**src/rtl/rdc_pkg.sv**
```systemverilog
package rdc_pkg;

  typedef enum logic {
    PULSE_IDLE = 1'b0,
    PULSE_RUN  = 1'b1
  } pulse_st_e;

  function automatic int cnt_bits(input int max_val);
    return (max_val < 2) ? 1 : $clog2(max_val + 1);
  endfunction

endpackage

```
**src/rtl/rdc_sync.sv**
```systemverilog
module rdc_sync #(
  parameter int STAGES = 2
) (
  input  logic clk,
  input  logic arst_n,
  output logic sync_n
);

  logic [STAGES-1:0] chain;

  generate
    if (STAGES == 1) begin : g_one
      always_ff @(posedge clk or negedge arst_n) begin
        if (!arst_n) chain <= 1'b0;
        else         chain <= 1'b1;
      end
    end else begin : g_many
      always_ff @(posedge clk or negedge arst_n) begin
        if (!arst_n) chain <= '0;
        else         chain <= {chain[STAGES-2:0], 1'b1};
      end
    end
  endgenerate

  assign sync_n = chain[STAGES-1];

endmodule

```
**src/rtl/rdc_hold.sv**
```systemverilog
module rdc_hold #(
  parameter int HOLD_CYC = 16
) (
  input  logic clk,
  input  logic por_n,
  input  logic core_n,
  output logic held
);

  localparam int CW = rdc_pkg::cnt_bits(HOLD_CYC);

  logic [CW-1:0] remain;

  always_ff @(posedge clk or negedge por_n) begin
    if (!por_n) begin
      remain <= CW'(HOLD_CYC);
    end else if (!core_n) begin
      remain <= CW'(HOLD_CYC);
    end else if (remain != '0) begin
      remain <= remain - 1'b1;
    end
  end

  assign held = !core_n || (remain != '0);

endmodule

```
**src/rtl/rdc_cpu_pulse.sv**
```systemverilog
module rdc_cpu_pulse #(
  parameter int CPU_PULSE = 16
) (
  input  logic clk,
  input  logic core_n,
  input  logic held,
  input  logic req,
  output logic active
);

  import rdc_pkg::*;

  localparam int CW = cnt_bits(CPU_PULSE);

  pulse_st_e     state;
  logic [CW-1:0] left;

  always_ff @(posedge clk or negedge core_n) begin
    if (!core_n) begin
      state <= PULSE_IDLE;
      left  <= '0;
    end else begin
      unique case (state)
        PULSE_IDLE: begin
          if (req && !held) begin
            state <= PULSE_RUN;
            left  <= CW'(CPU_PULSE);
          end
        end
        PULSE_RUN: begin
          if (left == CW'(1)) begin
            state <= PULSE_IDLE;
          end
          left <= left - 1'b1;
        end
        default: state <= PULSE_IDLE;
      endcase
    end
  end

  assign active = (state == PULSE_RUN);

endmodule

```
**src/rtl/rdc_regs.sv**
```systemverilog
module rdc_regs #(
  parameter int          ERR_W       = 8,
  parameter int          CFG_W       = 8,
  parameter logic [CFG_W-1:0] CFG_DEFAULT = '0
) (
  input  logic             clk,
  input  logic             por_n,
  input  logic             core_n,
  input  logic [ERR_W-1:0] err_set,
  input  logic [ERR_W-1:0] err_clr,
  input  logic             cfg_we,
  input  logic [CFG_W-1:0] cfg_wdata,
  output logic [ERR_W-1:0] err_status,
  output logic [CFG_W-1:0] cfg_value
);

  // Sticky bits live in the power-good class only.
  generate
    for (genvar b = 0; b < ERR_W; b++) begin : g_sticky
      always_ff @(posedge clk or negedge por_n) begin
        if (!por_n)          err_status[b] <= 1'b0;
        else if (err_set[b]) err_status[b] <= 1'b1;
        else if (err_clr[b]) err_status[b] <= 1'b0;
      end
    end
  endgenerate

  // Ordinary register follows the hard class.
  always_ff @(posedge clk or negedge core_n) begin
    if (!core_n)     cfg_value <= CFG_DEFAULT;
    else if (cfg_we) cfg_value <= cfg_wdata;
  end

endmodule

```
**src/rtl/rst_domain_ctrl.sv**
```systemverilog
module rst_domain_ctrl #(
  parameter int               NUM_FSB     = 2,
  parameter int               NUM_PORT    = 4,
  parameter int               SYNC_STAGES = 2,
  parameter int               HOLD_CYC    = 16,
  parameter int               CPU_PULSE   = 16,
  parameter int               ERR_W       = 8,
  parameter int               CFG_W       = 8,
  parameter logic [CFG_W-1:0] CFG_DEFAULT = 8'hA5
) (
  input  logic                clk,
  input  logic                pwr_good,
  input  logic                plat_rst_n,
  input  logic                cpu_rst_req,
  input  logic [ERR_W-1:0]    err_set,
  input  logic [ERR_W-1:0]    err_clr,
  input  logic                cfg_we,
  input  logic [CFG_W-1:0]    cfg_wdata,
  output logic                core_rst_n,
  output logic [NUM_FSB-1:0]  fsb_rst_n,
  output logic [NUM_PORT-1:0] link_down,
  output logic [ERR_W-1:0]    err_status,
  output logic [CFG_W-1:0]    cfg_value
);

  logic por_n;
  logic hard_arst_n;
  logic core_n;
  logic held;
  logic cpu_active;

  assign hard_arst_n = pwr_good & plat_rst_n;

  rdc_sync #(.STAGES(SYNC_STAGES)) u_por_sync (
    .clk    (clk),
    .arst_n (pwr_good),
    .sync_n (por_n)
  );

  rdc_sync #(.STAGES(SYNC_STAGES)) u_hard_sync (
    .clk    (clk),
    .arst_n (hard_arst_n),
    .sync_n (core_n)
  );

  rdc_hold #(.HOLD_CYC(HOLD_CYC)) u_hold (
    .clk    (clk),
    .por_n  (por_n),
    .core_n (core_n),
    .held   (held)
  );

  rdc_cpu_pulse #(.CPU_PULSE(CPU_PULSE)) u_cpu (
    .clk    (clk),
    .core_n (core_n),
    .held   (held),
    .req    (cpu_rst_req),
    .active (cpu_active)
  );

  rdc_regs #(
    .ERR_W       (ERR_W),
    .CFG_W       (CFG_W),
    .CFG_DEFAULT (CFG_DEFAULT)
  ) u_regs (
    .clk        (clk),
    .por_n      (por_n),
    .core_n     (core_n),
    .err_set    (err_set),
    .err_clr    (err_clr),
    .cfg_we     (cfg_we),
    .cfg_wdata  (cfg_wdata),
    .err_status (err_status),
    .cfg_value  (cfg_value)
  );

  generate
    for (genvar f = 0; f < NUM_FSB; f++) begin : g_fsb
      assign fsb_rst_n[f] = !(held || cpu_active);
    end
    for (genvar p = 0; p < NUM_PORT; p++) begin : g_port
      assign link_down[p] = held;
    end
  endgenerate

  assign core_rst_n = core_n;

endmodule

```
**config.mk**
```make
export PLATFORM = sky130hd
export DESIGN_NAME = rst_domain_ctrl
export DESIGN_NICKNAME = d
export VERILOG_FILES = /design/src/rtl/rdc_pkg.sv /design/src/rtl/rdc_sync.sv /design/src/rtl/rdc_hold.sv /design/src/rtl/rdc_cpu_pulse.sv /design/src/rtl/rdc_regs.sv /design/src/rtl/rst_domain_ctrl.sv
export SDC_FILE = /design/constraint.sdc
export NUM_CORES = 1
export LEC_CHECK = 0
export BUFFER_PORTS_ARGS = -buffer_cell sky130_fd_sc_hd__clkbuf_2
export CORE_ASPECT_RATIO = 0.6
export CORE_MARGIN = 1
export CORE_UTILIZATION = 47
export DETAILED_ROUTE_END_ITERATION = 16
export PLACE_DENSITY = 0.83
export SYNTH_ARGS = -nofsm -noshare
export SYNTH_HDL_FRONTEND = slang
export SYNTH_SLANG_ARGS = --single-unit
export TNS_END_PERCENT = 30
```
**constraint.sdc**
```tcl
create_clock -name clk -period 1.8 [get_ports clk]
set_input_delay 0.27 -clock clk [delete_from_list [all_inputs] [get_ports clk]]
set_output_delay 0.27 -clock clk [all_outputs]
set_load 0.1 [all_outputs]
```
==> summary.md <==
| Metric | Value |
|---|---|
| First-pass GRT wire length | `4490 um` |
| Placement Setup Slack | `0.169 ns` |
| Post-DP HPWL | `~2100 um` |
| WHS Path Cells | `2` |
| GRT Util Overall | `between 20 and 25%` |
| CTS root buf | `clkbuf_8` |
| Hold path startpoint | `err_set[4]` |
| Fin. max-slew vios | `0` |
| Num CTS Buffers | `5` |
| Post-DR wirelength/cell | `roughly 14 um` |
| Layout Nets | `between 200 and 250` |
| Failing checks | `design-rule violations, negative setup slack` |
| Period utilisation layout | `104%` |
| Skew final | `between 0.002 and 0.0025 ns` |
| Synth warn | `0` |
| Core Util, Final | `71.8%` |
| Final Setup Violations | `6` |
| Avg Cell Area, Syn | `approximately 12 um2` |
| Die Width | `just over 70 um` |
| Layout cells sized above 1 | `48.9%` |
| Hold WS | `roughly 0.16 ns` |
| Detailed Route Iter0 Violations | `around 100` |
| RSZ-0062 raised after global routing | `true` |
| Power, Total | `approximately 2.8 mW` |
| Worst VDD drop | `0.000751 V` |
| FF-to-FF path depth | `6` |
| Final hold violation count | `0` |
| Post-Syn Area | `between 1000 and 1500 um2` |
| Post-Synthesis Cells | `approximately 120` |
| Starting Density | `51.7%` |
| Critical path origin | `u_hold.remain[0]$_DFFE_PN0P_` |
| Final Routed Wirelength | `~2900 um` |
| Initial antenna violation count | `0` |
| Seq/Total Area, Yosys | `between 50 and 60%` |
| CP required | `between 1.5 and 2 ns` |
| Site Rows | `14` |
| P_leak | `approximately 0.95 nW` |
| Normalized max-slew margin | `63.7%` |
| Die area | `around 3100 um2` |
| ANT nets after route | `0` |
| Worst-margin pin slew | `roughly 0.55 ns` |
| Commonest non-fill, non-tap cell in the layout | `clkbuf_2` |
| Setup crit end kind | `output pin` |
| Vias in the first global route | `around 1100` |
| CTS tree | `done` |
| Yosys reg bits | `31` |
| H-tree Lvls | `2` |
| Fmax achieved | `approximately 530 MHz` |
| CTS Sinks | `31` |
| Post-synth top area cell | `dfrtp_1` |
| Yosys top cell area share | `47.9%` |
| Setup total negative slack | `-0.344 ns` |
| DRT Pass-1 Iters | `11` |
| Chip height | `about 44 um` |
| Clock-pin slew on the worst setup and hold paths | `roughly 0.060 ns` |
| Placer's final routability congestion estimate | `just over 0.8` |
| PnR worst setup slack | `-0.0741 ns` |
| Worst flop-to-flop path startpoint | `u_hold.remain[0]$_DFFE_PN0P_` |
| Most frequent cells in the layout | `clkbuf_2 (45), dfrtp_1 (25), inv_1 (14)` |
| Pwr dens | `1470 nW/um2` |
| Via Count | `~1100` |
| Grt ovf | `0` |
| WP data arrival | `about 1.6 ns` |
| Status | `complete, but fails checks` |
| Kind of critical path | `register to output pin` |
| Top cells by area, synth | `dfrtp_1 (48%), dfstp_2 (9.7%), mux2_2 (6.6%)` |
| Core area | `~2600 um2` |
| Critical Path Start Type | `register` |
| Antenna diodes | `0` |
| I/O Buffers | `51` |
| Vias per inst | `5.19` |
| Crit Path Max Fanout | `2` |
| Max-cap violations | `0` |
| Clk_lat worst skew | `approximately 0.28 ns` |
| Fin crit period | `between 1.5 and 2 ns` |
| # IOs | `between 50 and 60` |
| Worst min path class | `input pin to register` |
| Post-synthesis cell type count | `31` |
| Clock buffer depth | `2` |
| Largest net degree at the start of global routing | `15` |
| Drt drc | `2` |
| Syn-to-layout area delta | `38.9%` |
[stage by stage]
step | cells | area [um2]
floorplan | 116 | 1390
global placement | 194 | 1740
detailed placement | 194 | 1740
CTS | 208 | 1890
global route | 208 | 1890
finish | 208 | 1890
[worst paths after layout]
check | endpoint | slack [ns]
min in group asynchronous | u_cpu.active$_DFF_PN0_ | 0.17
setup / recovery | fsb_rst_n[1] | -0.07
setup reg to reg | u_cpu.left[0]$_DFFE_PN0P_ | 0.24
max in group asynchronous | u_hard_sync.chain[1]$_DFF_PN0_ | 1.17
hold / removal | u_regs.err_status[4]$_DFFE_PN0P_ | 0.16
hold reg to reg | u_cpu.active$_DFF_PN0_ | 0.17
[state kept, by name, summed over array words and instances (netlist names)]
name / flops
u_cpu.active: 1
u_cpu.left: 5
u_hard_sync.chain: 2
u_hold.remain: 5
u_por_sync.chain: 2
u_regs.cfg_value: 8
u_regs.err_status: 8
[critical path, stage by stage, from the launching register on]
cell and delay, ns:
dfrtp_1 0.41, inv_2 0.10, ha_4 0.13, nor4b_4 0.21, nand2_2 0.12, nor2_4 0.15, buf_12 0.19
[cells by family (layout without fill, tap and decap cells)]
logic type	Yosys count	count (layout)	share of synthesized area [%]
flip-flops	31	31	57.6
AND/OR/NAND/NOR	26	26	12.0
buffers and inverters	24	84	8.02
AO/OA/AOI/OAI	19	19	10.2
multiplexers	10	10	8.48
adder cells (fa/ha/maj)	3	3	2.77
other	1	2	0.276
XOR/XNOR	1	1	0.645
[cells in the mapped netlist]
cell type,n
a21oi_1,1
mux2_2,8
mux2i_1,1
dfrtp_1,26
nor3b_1,2
clkbuf_1,2
mux2_4,1
ha_1,3
nand3b_1,1
inv_1,16
or2b_1,1
dfstp_2,5
buf_4,5
xnor2_1,1
a311oi_1,1
o21ai_0,3
nor2b_1,1
and2_1,2
nor4b_4,1
nand3_1,4
a21o_1,8
conb_1,1
a31oi_1,2
nor2_1,3
nand2b_1,4
a311o_1,3
nand2_1,3
nor3_1,2
a211oi_1,1
buf_1,1
or3_1,2
[layout make-up]
type	count	area, um2
clock buffers	6	72.6
fillers	174	742
well taps	32	40.0
repair buffers	60	422
clock inverters	2	12.5
multi-input cells	61	493
inverters	16	60.1
flip-flops and latches	31	786
[metal layers]
layer | up-vias | part of all wire [%] | GRT usage [%]
met5 | - | 0 | 0
met2 | 65 | 51 | 33.0
li1 | 496 | - | -
met1 | 505 | 39 | 22.7
met3 | 14 | 6.8 | 8.60
met4 | 0 | 3.3 | 14.4
[where the power goes]
part	total, mW	switching, mW	internal (mW)
clock	0.530	0.260	0.270
sequential	1.05	0.190	0.862
combinational	1.20	0.728	0.470
total	2.78	1.18	1.60
[repair_timing]
action	4_1_cts	5_1_grt
pin swaps	3	0
resized for setup	3	0
endpoints found under the setup margin	6	6
hold buffers	2	0
setup buffers	4	0
hold endpoints to repair	4	0
No activity file was read; power rests on OpenSTA's default activity.
